File: src/rtl/auxio_pkg.sv
// Shared constants for the auxiliary system control bank: select
// indices, field bit positions and fixed register values.
package auxio_pkg;
    localparam int NUM_SEL    = 7;
    localparam int SEL_CFG    = 0;
    localparam int SEL_DIAG   = 1;
    localparam int SEL_MODEM  = 2;
    localparam int SEL_LED    = 3;
    localparam int SEL_SYSCTL = 4;
    localparam int SEL_AUX1   = 5;
    localparam int SEL_AUX2   = 6;

    localparam int REG_W      = 8;
    localparam int CFG_IEN    = 3;   // power interrupt enable
    localparam int AUX1_TC    = 1;   // terminal-count strobe bit
    localparam int AUX2_OFF   = 0;   // power-off request bit
    localparam int AUX2_CLR   = 1;   // flag acknowledge bit
    localparam int AUX2_PF    = 5;   // power-fail flag bit
    localparam int SYS_GO     = 0;   // reset trigger bit
    localparam logic [REG_W-1:0] SYS_DONE = 8'h02;
endpackage

File: src/rtl/auxio_plain_regs.sv
// Bank of NUM plain read/write registers of width W.
// Assumes: sel is one-hot, rst_n and por_n are synchronous active-low.
// A register is cleared by soft reset only if its SOFT_MASK bit is set.
module auxio_plain_regs #(
    parameter int W = 8,
    parameter int NUM = 3,
    parameter logic [NUM-1:0] SOFT_MASK = '1
) (
    input  logic                   clk,
    input  logic                   rst_n,
    input  logic                   por_n,
    input  logic                   wr_en,
    input  logic [NUM-1:0]         sel,
    input  logic [W-1:0]           wdata,
    output logic [NUM-1:0][W-1:0]  q
);
    for (genvar g = 0; g < NUM; g++) begin : g_reg
        logic [W-1:0] r;
        // hold or load one register
        always_ff @(posedge clk) begin
            if (!por_n || (!rst_n && SOFT_MASK[g]))
                r <= '0;
            else if (wr_en && sel[g])
                r <= wdata;
        end
        assign q[g] = r;
    end
endmodule

File: src/rtl/auxio_aux1.sv
// First auxiliary register: stores written bytes with the strobe bit
// masked off and turns a set strobe bit into a one-cycle pulse.
// Assumes: wr is already qualified by the select.
module auxio_aux1 (
    input  logic                        clk,
    input  logic                        rst_n,
    input  logic                        por_n,
    input  logic                        wr,
    input  logic [auxio_pkg::REG_W-1:0] wdata,
    output logic [auxio_pkg::REG_W-1:0] q,
    output logic                        tc_pulse
);
    import auxio_pkg::*;
    localparam logic [REG_W-1:0] KEEP = ~(REG_W'(1) << AUX1_TC);

    // register update and strobe generation
    always_ff @(posedge clk) begin
        if (!rst_n || !por_n) begin
            q        <= '0;
            tc_pulse <= 1'b0;
        end else begin
            tc_pulse <= wr && wdata[AUX1_TC];
            if (wr)
                q <= wdata & KEEP;
        end
    end
endmodule

File: src/rtl/auxio_aux2_power.sv
// Second auxiliary register with power-fail tracking. It keeps the
// power-fail flag, acknowledges it on request, issues power-off pulses
// and drives the interrupt.
// Assumes: wr is already qualified by the select; pf_in is synchronous.
module auxio_aux2_power (
    input  logic                        clk,
    input  logic                        rst_n,
    input  logic                        por_n,
    input  logic                        wr,
    input  logic [auxio_pkg::REG_W-1:0] wdata,
    input  logic                        ien,
    input  logic                        pf_in,
    output logic [auxio_pkg::REG_W-1:0] q,
    output logic                        irq,
    output logic                        off_req
);
    import auxio_pkg::*;
    logic             pf_prev;
    logic             pf_bit;
    logic [REG_W-1:0] nxt;

    // next register value from input change and software write
    always_comb begin
        pf_bit = (pf_in != pf_prev) ? (pf_in && ien) : q[AUX2_PF];
        nxt = q;
        nxt[AUX2_PF] = pf_bit;
        if (wr) begin
            nxt = '0;
            nxt[AUX2_OFF] = wdata[AUX2_OFF];
            nxt[AUX2_PF]  = wdata[AUX2_CLR] ? 1'b0 : pf_bit;
        end
    end

    // state registers and power-off pulse
    always_ff @(posedge clk) begin
        if (!rst_n || !por_n) begin
            q       <= '0;
            pf_prev <= 1'b0;
            off_req <= 1'b0;
        end else begin
            q       <= nxt;
            pf_prev <= pf_in;
            off_req <= wr && wdata[AUX2_OFF];
        end
    end

    // interrupt from the stored flag and the enable
    always_comb irq = q[AUX2_PF] && ien;
endmodule

File: src/rtl/auxio_sysctl.sv
// System control register: a trigger write loads the done value and
// requests a system reset for one cycle. Only offset 0 is backed.
// Assumes: wr is already qualified by the select.
module auxio_sysctl #(
    parameter int OFS_W = 2
) (
    input  logic                        clk,
    input  logic                        rst_n,
    input  logic                        por_n,
    input  logic                        wr,
    input  logic [OFS_W-1:0]            addr,
    input  logic                        go,
    output logic [auxio_pkg::REG_W-1:0] rd_val,
    output logic                        rst_req
);
    import auxio_pkg::*;
    logic [REG_W-1:0] q;
    logic             hit;

    // trigger decode: offset 0 with the go bit
    always_comb hit = wr && (addr == '0) && go;

    // stored value survives soft reset
    always_ff @(posedge clk) begin
        if (!por_n)
            q <= '0;
        else if (hit)
            q <= SYS_DONE;
    end

    // reset request pulse
    always_ff @(posedge clk) begin
        if (!rst_n || !por_n)
            rst_req <= 1'b0;
        else
            rst_req <= hit;
    end

    // read: offset 0 only, others zero
    always_comb rd_val = (addr == '0) ? q : '0;
endmodule

File: src/rtl/auxio_ctl_bank.sv
// Top of the auxiliary system control bank. It decodes the one-hot
// select, instantiates the register groups and multiplexes read data.
// Assumes: sel is one-hot or zero; both resets are synchronous.
module auxio_ctl_bank #(
    parameter int BUS_W = 32,
    parameter int OFS_W = 2,
    parameter int LED_W = 16
) (
    input  logic                          clk,
    input  logic                          rst_n,
    input  logic                          por_n,
    input  logic [auxio_pkg::NUM_SEL-1:0] sel,
    input  logic                          wr_en,
    input  logic [OFS_W-1:0]              addr,
    input  logic [BUS_W-1:0]              wdata,
    output logic [BUS_W-1:0]              rdata,
    input  logic                          pwr_fail_in,
    output logic                          pfail_irq,
    output logic                          fd_tc_pulse,
    output logic                          pwr_off_req,
    output logic                          sys_rst_req
);
    import auxio_pkg::*;
    localparam int NBYTE = 3;

    logic [NBYTE-1:0][REG_W-1:0] byte_q;
    logic [0:0][LED_W-1:0]       led_q;
    logic [REG_W-1:0]            aux1_q, aux2_q, sys_rd;
    logic [REG_W-1:0]            cfg_q;

    auxio_plain_regs #(.W(REG_W), .NUM(NBYTE), .SOFT_MASK(3'b101)) u_bytes (
        .clk(clk), .rst_n(rst_n), .por_n(por_n), .wr_en(wr_en),
        .sel({sel[SEL_MODEM], sel[SEL_DIAG], sel[SEL_CFG]}),
        .wdata(wdata[REG_W-1:0]), .q(byte_q)
    );
    assign cfg_q = byte_q[0];

    auxio_plain_regs #(.W(LED_W), .NUM(1), .SOFT_MASK(1'b0)) u_led (
        .clk(clk), .rst_n(rst_n), .por_n(por_n), .wr_en(wr_en),
        .sel(sel[SEL_LED]), .wdata(wdata[LED_W-1:0]), .q(led_q)
    );

    auxio_aux1 u_aux1 (
        .clk(clk), .rst_n(rst_n), .por_n(por_n),
        .wr(wr_en && sel[SEL_AUX1]), .wdata(wdata[REG_W-1:0]),
        .q(aux1_q), .tc_pulse(fd_tc_pulse)
    );

    auxio_aux2_power u_aux2 (
        .clk(clk), .rst_n(rst_n), .por_n(por_n),
        .wr(wr_en && sel[SEL_AUX2]), .wdata(wdata[REG_W-1:0]),
        .ien(cfg_q[CFG_IEN]), .pf_in(pwr_fail_in),
        .q(aux2_q), .irq(pfail_irq), .off_req(pwr_off_req)
    );

    auxio_sysctl #(.OFS_W(OFS_W)) u_sys (
        .clk(clk), .rst_n(rst_n), .por_n(por_n),
        .wr(wr_en && sel[SEL_SYSCTL]), .addr(addr), .go(wdata[SYS_GO]),
        .rd_val(sys_rd), .rst_req(sys_rst_req)
    );

    // OR-multiplexed, zero-extended read data
    always_comb begin
        rdata = '0;
        if (sel[SEL_CFG])    rdata = rdata | BUS_W'(byte_q[0]);
        if (sel[SEL_DIAG])   rdata = rdata | BUS_W'(byte_q[1]);
        if (sel[SEL_MODEM])  rdata = rdata | BUS_W'(byte_q[2]);
        if (sel[SEL_LED])    rdata = rdata | BUS_W'(led_q[0]);
        if (sel[SEL_SYSCTL]) rdata = rdata | BUS_W'(sys_rd);
        if (sel[SEL_AUX1])   rdata = rdata | BUS_W'(aux1_q);
        if (sel[SEL_AUX2])   rdata = rdata | BUS_W'(aux2_q);
    end
endmodule

File: config.mk
export PLATFORM = sky130hd
export DESIGN_NAME = auxio_ctl_bank
export DESIGN_NICKNAME = d
export VERILOG_FILES = /design/src/rtl/auxio_pkg.sv /design/src/rtl/auxio_plain_regs.sv /design/src/rtl/auxio_aux1.sv /design/src/rtl/auxio_aux2_power.sv /design/src/rtl/auxio_sysctl.sv /design/src/rtl/auxio_ctl_bank.sv
export SDC_FILE = /design/constraint.sdc
export NUM_CORES = 1
export LEC_CHECK = 0
export ABC_AREA = 1
export BUFFER_PORTS_ARGS = -buffer_cell sky130_fd_sc_hd__buf_2
export CAP_MARGIN = 20
export CORE_MARGIN = 2
export CORE_UTILIZATION = 50
export DETAILED_ROUTE_END_ITERATION = 10
export PLACE_DENSITY = 0.77
export SKIP_LAST_GASP = 1
export SYNTH_ARGS = -nofsm -noshare
export SYNTH_HDL_FRONTEND = slang
export SYNTH_HIERARCHICAL = 1
export SYNTH_SLANG_ARGS = --single-unit
File: constraint.sdc
create_clock -name clk -period 1 [get_ports clk]
set_clock_uncertainty 0.15 [all_clocks]
set_input_delay 0.05 -clock clk [delete_from_list [all_inputs] [get_ports clk]]
set_output_delay 0.05 -clock clk [all_outputs]
set_load 0.01 [all_outputs]
==> impl_summary.log, run 1 <==
INFO  metric finalWorstSetupSlack = -0.314 ns
INFO  metric post_synth_cell_types = 17
INFO  metric hold_worst_slack = -0.105 ns
INFO  metric finalWorstPathRequiredPeriod = 1.31 ns
INFO  metric grt.total_usage = 0.206
INFO  metric port_buffers = 49
INFO  metric cts.root.buffer_cell = sky130_fd_sc_hd__clkbuf_8
INFO  metric p_leak = 2.19 nW
INFO  metric yosysWarningCount = 6
INFO  metric cellPowerDensity = 1280 nW/µm²
INFO  metric setup.worst_path.class = register to output port
INFO  metric ant_nets = 0
INFO  metric irDropWorstVdd = 0.000782 V
INFO  metric synthesis.instances = 518
INFO  metric synth_sequential_area_ratio = 0.355
INFO  metric num_rows = 28
INFO  metric post_dp_cell_area = 3230 µm²
INFO  metric clkSinkCount = 54
INFO  metric antenna_violations_before_repair = 0
INFO  metric final.period_utilization = 1.31
INFO  metric max_cap_viol_count = 0
INFO  metric finish.net_count = 635
INFO  metric crit_path_end_kind = output port
INFO  metric critical_path.endpoint = rdata[1]
INFO  metric rsz0062_at_grt = true
INFO  metric final_cell_area_excluding_filler_cells = 3660 µm²
INFO  metric initial_core_util = 0.517
INFO  metric drt_pass1_iterations = 4
INFO  metric fp.dieArea = 6720 µm²
INFO  metric first_pass_grt_wire_length = 10.6 mm
INFO  metric rr_endpoint = u_aux2/q[5]
INFO  metric cts-htree-levels = 2
INFO  metric layout-drive-gt1-share = 0.208
INFO  metric max_freq = 0.761 GHz
INFO  metric tritoncts = yes
INFO  metric die_y = 82.0 µm
INFO  metric cts_inserted_buffers = 5
INFO  metric overflow = 0
INFO  metric synthesis.area_per_instance = 5.87 µm²
INFO  metric fp.coreArea = 5890 µm²
INFO  metric synth_adder_area_share = 0
INFO  metric place.gp.congestion = 0.780
INFO  metric worst-r2r-setup-slack = 0.05 ns
INFO  metric via_count_of_the_first_global_routing_pass = 2434
INFO  metric clock_insertion_delay_worst_skew = 0.31 ns
INFO  metric mappedNetlistArea = 3040 µm²
INFO  metric postSynthRegisterBits = 54
INFO  metric post_synth_xor_area_fraction = 0
INFO  metric drt_iter0_drc = 139
INFO  metric path_clk_slew = 0.10 ns
INFO  metric die_width = 82.0 µm
INFO  metric clk_path_buf_depth = 2
INFO  metric dominant_combinational_cell_family_by_area_after_synthesis = simple AND/OR/NAND/NOR gates
INFO  metric count_of_final_hold_check_violations = 2
INFO  metric setup_viol = 26
INFO  metric critical_path.startpoint = u_sys/q[1]
INFO  metric drt_drc_violations_left = 0
INFO  metric timing.critical_path.arrival = 1.11 ns
INFO  metric num_antenna_cells = 0
INFO  metric run_status = finished with violations
INFO  metric worst-r2r-cell-count = 5
INFO  metric vias = 2889
INFO  metric pre_cts_ws = -0.0108 ns
INFO  metric required = 0.80 ns
INFO  metric crit_fanout = 2
INFO  metric detail_route.vias_per_cell = 4.34
INFO  metric share_of_the_synthesized_area_in_compound_gates_ao_oa_aoi_oai = 0.00452
INFO  metric floorplan.io_pins = 82
INFO  metric reg2reg_from = u_bytes/g_reg[0].r[3]
INFO  metric final_max_slew_viol_count = 0
INFO  metric failing_checks = hold timing, setup timing
INFO  metric muxShareOfSynthArea = 0
INFO  metric synthSimpleGateAreaFrac = 0.414
INFO  metric post-dp-hpwl = 4.73 mm
INFO  metric min_path_type = primary input to register
INFO  metric grt_start_max_net_pins = 18
INFO  metric routed_length_per_instance = 10.1 µm
INFO  metric detail_route.wirelength = 6.71 mm
INFO  metric area_added_between_synthesis_and_finish = 20.2%
INFO  metric critPathLaunchType = register
## worst min path at each step
stage / startpoint / endpoint / slack [ns] / cells past startpoint
2_1_floorplan: rst_n / u_sys/rst_req / 0.02 / 2
3_3_place_gp: wdata[13] / u_led/q[13] / 0.12 / 3
3_5_place_dp: wdata[10] / u_led/q[10] / 0.13 / 3
4_1_cts: addr[1] / u_sys/rst_req / -0.12 / 4
5_1_grt: addr[1] / u_sys/rst_req / -0.10 / 4
6_report: addr[1] / u_sys/rst_req / -0.10 / 4
## synth_stat cells
cell	count	area [µm²]
sky130_fd_sc_hd__dfxtp_1	54	1080
sky130_fd_sc_hd__nand2_1	208	781
sky130_fd_sc_hd__inv_2	1	3.75
sky130_fd_sc_hd__buf_8	1	15.0
sky130_fd_sc_hd__inv_1	77	289
sky130_fd_sc_hd__nand3_1	2	10.0
sky130_fd_sc_hd__a21oi_2	1	8.76
sky130_fd_sc_hd__nor2_2	1	6.26
sky130_fd_sc_hd__nor3_1	1	5.00
sky130_fd_sc_hd__clkbuf_2	1	5.00
sky130_fd_sc_hd__nand2_2	4	25.0
sky130_fd_sc_hd__buf_4	35	263
sky130_fd_sc_hd__buf_6	6	67.6
sky130_fd_sc_hd__conb_1	4	15.0
sky130_fd_sc_hd__a21oi_1	1	5.00
sky130_fd_sc_hd__buf_2	6	30.0
sky130_fd_sc_hd__nor2_1	115	432
## flip-flops by register name, indices dropped and copies added, names as in the netlist
register and count:
u_aux2/pf_prev 1, u_aux2/q 2, u_sys/rst_req 1, u_aux1/q 7, u_sys/q 1, u_aux2/off_req 1, u_bytes/g.r 24, u_aux1/tc_pulse 1
u_led/q 16
## final cells by class
cell class              instances  area (µm²)
fillers                       561        2230
multi-input cells             363        1430
flip-flops and latches         54        1110
repair buffers                 87         619
inverters                      78         293
well taps                      75        93.8
clock buffers                   5        68.8
clock inverters                 3        45.0
## worst max-delay path, cell delays in order, from the launching register on
cell and delay, ns:
sky130_fd_sc_hd__dfxtp_1 0.32, sky130_fd_sc_hd__inv_1 0.05, sky130_fd_sc_hd__nor3_2 0.10, sky130_fd_sc_hd__nand2_1 0.07, sky130_fd_sc_hd__nand2_1 0.05, sky130_fd_sc_hd__nor2_1 0.03, sky130_fd_sc_hd__nand2_1 0.04, sky130_fd_sc_hd__buf_2 0.12
## layer usage
metal	vias up	routed length [µm]	track usage
met2	80	3210	0.363
li1	1544	-	-
met4	0	51	0.0550
met5	-	0	0
met3	6	387	0.0407
met1	1259	3060	0.257
## power by group
| group | leakage (nW) | switching [W] | total [W] | internal, W |
|---|---|---|---|---|
| clock | 0.0504 | 0.000747 | 0.00149 | 0.000745 |
| combinational | 1.69 | 0.000515 | 0.000874 | 0.000359 |
| sequential | 0.451 | 0.0000519 | 0.00231 | 0.00226 |
| total | 2.19 | 0.00131 | 0.00468 | 0.00336 |
## what timing repair did
item | CTS | global route
pin swaps | 5 | 13
endpoints found under the hold margin | 54 | 6
resized for setup | 20 | 27
setup buffers | 1 | 0
endpoints found under the setup margin | 17 | 30
hold buffers | 21 | 2
## layout by cell type (no fill, tap or decap), drive strengths merged
master / netlist / layout
dfxtp: 54 / 54
a21oi: 2 / 2
nand3: 2 / 2
nand2: 212 / 212
clkinvlp: 0 / 2
inv: 78 / 78
nor3: 1 / 1
bufinv: 0 / 1
buf: 48 / 65
clkbuf: 1 / 6
conb: 4 / 30
dlymetal6s4s: 0 / 1
nor2: 116 / 116
dlygate4sd3: 0 / 20
## per-stage QoR
step / utilization / cells / TNS, ns / total power, W
floorplan: - / 544 / 0 / 0.00296
global placement: 0.549 / 635 / 0 / 0.00309
detailed placement: 0.549 / 635 / -0.0108 / 0.00312
CTS: 0.611 / 665 / -4.56 / 0.00469
global route: 0.621 / 665 / -5.76 / 0.00493
finish: 0.621 / 665 / -3.88 / 0.00468
## kinds of logic (layout without fill, tap and decap cells)
| family | after synthesis | in the layout |
|---|---|---|
| AND/OR/NAND/NOR | 331 | 331 |
| buffers and inverters | 127 | 173 |
| flip-flops | 54 | 54 |
| other | 4 | 30 |
| AO/OA/AOI/OAI | 2 | 2 |
No activity file was read; power rests on OpenSTA's default activity.
==> run 2: changes to the inputs <==
CORE_ASPECT_RATIO = 0.7   (was not set)
CORE_UTILIZATION = 49   (was 50)
PLACE_DENSITY = 0.78   (was 0.77)
SYNTH_HIERARCHICAL = not set   (was 1)
==> run 2 against run 1 <==
The run ends with setup timing left. Flip-flop and latch count unchanged. Non-clock buffer count stayed put. Global-route usage grew 1.6 points. Sequential share of layout area is 5.0 points higher. Largest cell class unchanged. Critical path type unchanged. Die area fell by 19%. Total power is 8.4% lower. Routed wire length down 15%. Synthesized area shrank 22%. Largest power group unchanged.
==> impl_summary.log, run 2 <==
INFO  metric run_status = finished with violations (unchanged)
INFO  metric failing_checks = setup timing (was hold timing, setup timing)
INFO  metric cts-htree-levels = 2 (unchanged)
INFO  metric filler_cell_count = 440 (was 561)
INFO  metric yosys-top-cells-count = sky130_fd_sc_hd__nor2_1, sky130_fd_sc_hd__nand2_1, sky130_fd_sc_hd__dfxtp_1 (was sky130_fd_sc_hd__nand2_1, sky130_fd_sc_hd__nor2_1, sky130_fd_sc_hd__inv_1)
INFO  metric ys_dominant_reg_cell = sky130_fd_sc_hd__dfxtp_1 (unchanged)
INFO  metric post_synth_xor_area_fraction = 0 (unchanged)
INFO  metric max_freq = 0.782 GHz (was 0.761 GHz)
INFO  metric fraction_of_post_synthesis_cell_area_in_the_top_cell_type_by_area = 0.453 (was 0.355)
INFO  metric share_of_the_synthesized_area_in_compound_gates_ao_oa_aoi_oai = 0.111 (was 0.00452)
INFO  metric port_buffers = 49 (unchanged)
INFO  metric routed_length_per_instance = 11.8 µm (was 10.1 µm)
INFO  metric synthTopCellsByArea = sky130_fd_sc_hd__dfxtp_1, sky130_fd_sc_hd__nor2_1, sky130_fd_sc_hd__nand2_1, sky130_fd_sc_hd__o21ai_1, sky130_fd_sc_hd__buf_4 (was sky130_fd_sc_hd__dfxtp_1, sky130_fd_sc_hd__nand2_1, sky130_fd_sc_hd__nor2_1, sky130_fd_sc_hd__inv_1, sky130_fd_sc_hd__buf_4)
INFO  metric required = 0.80 ns (about the same)
INFO  metric synthesis.area_per_instance = 6.97 µm² (was 5.87 µm²)
INFO  metric final.period_utilization = 1.28 (was 1.31)
INFO  metric clock_insertion_delay_worst_skew = 0.31 ns (about the same)
INFO  metric muxShareOfSynthArea = 0 (unchanged)
INFO  metric cellPowerDensity = 1350 nW/µm² (was 1280 nW/µm²)
INFO  metric area_added_between_synthesis_and_finish = 32.9% (was 20.2%)
INFO  metric overflow = 0 (unchanged)
INFO  metric synthSimpleGateAreaFrac = 0.314 (was 0.414)
INFO  metric mappedNetlistArea = 2380 µm² (was 3040 µm²)
INFO  metric vias = 2293 (was 2889)
INFO  metric max_flop_register = u_bytes.g.r (was u_bytes/g.r)
INFO  metric initial_core_util = 0.504 (was 0.517)
INFO  metric wl_met3 = 295 µm (was 387 µm)
INFO  metric post_synth_cell_types = 20 (was 17)
INFO  metric place.gp.congestion = 0.810 (was 0.780)
INFO  metric rsz0062_at_grt = true (unchanged)
INFO  metric async_reset_ff_frac = 0 (unchanged)
INFO  metric grt.total_usage = 0.222 (was 0.206)
INFO  metric crit_fanout = 2 (unchanged)
INFO  metric fp.coreArea = 4730 µm² (was 5890 µm²)
INFO  metric antenna_violations_before_repair = 0 (unchanged)
INFO  metric fp.dieArea = 5450 µm² (was 6720 µm²)
INFO  metric die_y = 62.4 µm (was 82.0 µm)
INFO  metric setup-tns-final = -2.66 ns (was -3.88 ns)
INFO  metric slowest_delay = 0.34 ns (was 0.32 ns)
INFO  metric tritoncts = yes (unchanged)
INFO  metric grt_start_max_net_pins = 26 (was 18)
INFO  metric synth_sequential_area_ratio = 0.453 (was 0.355)
INFO  metric drt_pass1_iterations = 5 (was 4)
INFO  metric dr_wl_met2 = 2.64 mm (was 3.21 mm)
INFO  metric yosysWarningCount = 0 (was 6)
INFO  metric post_synth_edffs = 0 (unchanged)
INFO  metric top_flop_regs = u_bytes.g.r (24), u_led.q (16), u_aux1.q (7) (was u_bytes/g.r (24), u_led/q (16), u_aux1/q (7))
INFO  metric final-seq-area = 1120 µm² (was 1110 µm²)
INFO  metric synthMostInstantiatedCell = sky130_fd_sc_hd__nor2_1 (was sky130_fd_sc_hd__nand2_1)
INFO  metric floorplan.io_pins = 82 (unchanged)
INFO  metric path_clk_slew = 0.10 ns (about the same)
INFO  metric num_rows = 21 (was 28)
INFO  metric timing.critical_path.arrival = 1.08 ns (was 1.11 ns)
INFO  metric drt_iter0_drc = 97 (was 139)
INFO  metric cts_inserted_buffers = 5 (unchanged)
INFO  metric finish.net_count = 468 (was 635)
INFO  metric synthDominantAreaCellType = sky130_fd_sc_hd__dfxtp_1 (unchanged)
INFO  metric detail_route.vias_per_cell = 4.78 (was 4.34)
INFO  metric instances_no_fill = 480 (was 665)
INFO  metric clkSinkCount = 54 (unchanged)
INFO  metric clk_path_buf_depth = 2 (unchanged)
INFO  metric p_leak = 1.54 nW (was 2.19 nW)
INFO  metric multi_input_area = 1170 µm² (was 1430 µm²)
INFO  metric num_antenna_cells = 0 (unchanged)
INFO  metric dp.cells = 449 (was 635)
INFO  metric timing.critical_path.cells = nand2_1, nand3_2, nand3b_1, buf_2 (was inv_1, nor3_2, nand2_1, nand2_1, nor2_1, nand2_1, buf_2)
INFO  metric synthesis.instances = 342 (was 518)
INFO  metric count_of_final_hold_check_violations = 0 (was 2)
INFO  metric crit_path_end_kind = output port (unchanged)
INFO  metric critPathLaunchType = register (unchanged)
INFO  metric critical-path-slowest-cell = sky130_fd_sc_hd__dfxtp_2 (was sky130_fd_sc_hd__dfxtp_1)
INFO  metric max_cap_viol_count = 0 (unchanged)
INFO  metric cts.root.buffer_cell = sky130_fd_sc_hd__clkbuf_8 (unchanged)
INFO  metric met1Wirelength = 2.72 mm (was 3.06 mm)
INFO  metric setup.worst_path.class = register to output port (unchanged)
INFO  metric layout-drive-gt1-share = 0.333 (was 0.208)
INFO  metric post-route-util = 0.670 (was 0.621)
INFO  metric first_pass_grt_wire_length = 9.74 mm (was 10.6 mm)
INFO  metric irDropWorstVdd = 0.000701 V (was 0.000782 V)
INFO  metric postSynthRegisterBits = 54 (unchanged)
INFO  metric final_max_slew_viol_count = 0 (unchanged)
INFO  metric leading_cell_type_in_the_layout_fill_and_taps_excluded = sky130_fd_sc_hd__nor2_1 (was sky130_fd_sc_hd__nand2_1)
INFO  metric finalWorstPathRequiredPeriod = 1.28 ns (was 1.31 ns)
INFO  metric detail_route.wirelength = 5.68 mm (was 6.71 mm)
INFO  metric die_width = 87.4 µm (was 82.0 µm)
INFO  metric drt_drc_violations_left = 0 (unchanged)
INFO  metric maxUsedRoutingLayer = met4 (unchanged)
INFO  metric synth_adder_area_share = 0 (unchanged)
INFO  metric min_path_type = primary input to register (unchanged)
INFO  metric dominant_combinational_cell_family_by_area_after_synthesis = simple AND/OR/NAND/NOR gates (unchanged)
INFO  metric via_count_of_the_first_global_routing_pass = 2236 (was 2434)
INFO  metric finalWorstSetupSlack = -0.278 ns (was -0.314 ns)
INFO  metric post-dp-hpwl = 3.87 mm (was 4.73 mm)
INFO  metric ant_nets = 0 (unchanged)
INFO  metric largest_register_ff_count = 24 (unchanged)
INFO  metric mostFrequentLayoutCells = sky130_fd_sc_hd__nor2_1, sky130_fd_sc_hd__nand2_1, sky130_fd_sc_hd__buf_2 (was sky130_fd_sc_hd__nand2_1, sky130_fd_sc_hd__nor2_1, sky130_fd_sc_hd__inv_1)
INFO  metric setup_viol = 21 (was 26)
==> run 2: cell types whose count changed after synthesis, moves of 6 or more <==
| cell | previous run | this run |
|---|---|---|
| sky130_fd_sc_hd__o21ai_1 | 0 | 29 |
| sky130_fd_sc_hd__nand3_1 | 2 | 10 |
| sky130_fd_sc_hd__nor2_1 | 115 | 99 |
| sky130_fd_sc_hd__inv_1 | 77 | 18 |
| sky130_fd_sc_hd__nand3b_1 | 0 | 6 |
| sky130_fd_sc_hd__buf_4 | 35 | 18 |
| sky130_fd_sc_hd__nand2_1 | 208 | 61 |
| sky130_fd_sc_hd__o21ai_0 | 0 | 18 |
==> run 2: worst paths after layout <==
check | cells past startpoint | to | slack, ns | startpoint
hold / removal | 4 | u_aux1.tc_pulse | 0.04 | sel[5]
hold reg to reg | 2 | u_aux2.q[0] | 0.33 | u_aux2.q[0]
setup reg to reg | 3 | u_aux2.q[5] | 0.09 | u_bytes.g_reg[0].r[3]
setup / recovery | 4 | rdata[4] | -0.28 | u_bytes.g_reg[1].r[4]
==> run 2: logic make-up (layout without fill, tap and decap cells) <==
kind of cell | after synthesis | in the layout
AND/OR/NAND/NOR | 184 | 184
flip-flops | 54 | 54
AO/OA/AOI/OAI | 53 | 53
buffers and inverters | 50 | 116
other | 1 | 16
==> run 2: repair_timing <==
item / 4_1_cts / 5_1_grt
endpoints found under the hold margin: 54 / 5
pin swaps: 7 / 7
gates cloned: 0 / 0
setup endpoints to repair: 17 / 23
hold buffers: 22 / 1
resized for setup: 18 / 54
buffers inserted: 0 / 1
==> run 2: through the flow <==
stage | hold slack [ns] | cell area [µm²] | total power (W) | setup slack [ns]
floorplan | 0.0205 | 2440 | 0.00279 | 0.118
global placement | 0.136 | 2680 | 0.00296 | -0.00915
detailed placement | 0.143 | 2680 | 0.00298 | -0.0348
CTS | 0.0301 | 3020 | 0.00426 | -0.286
global route | 0.0596 | 3170 | 0.00452 | -0.345
finish | 0.0386 | 3170 | 0.00429 | -0.278
==> run 2: layout make-up <==
type	instances	share of cell area
clock buffer	5	0.0217
tap	57	0.0225
clock inverter	3	0.00671
sequential	54	0.352
timing repair buffer	87	0.202
inverter	21	0.0260
multi-input combinational	253	0.369
==> run 2: routing by layer <==
metal,vias up,GRT usage
met2,49,0.366
li1,1202,-
met3,4,0.0462
met4,0,0.0519
met1,1038,0.300
met5,-,0
==> run 2: where the power goes <==
group          switching, W  leakage (nW)  internal [W]  total [W]
clock network      0.000725        0.0441      0.000493    0.00122
logic              0.000421          1.05      0.000329   0.000750
registers         0.0000544         0.453       0.00226    0.00232
total               0.00120          1.54       0.00308    0.00429
==> run 2: worst max-delay path: cells and delay by family (launching register included) <==
family        cells  cell delay, ns
flops             1            0.34
simple gates      3            0.29
buf+inv           1            0.14
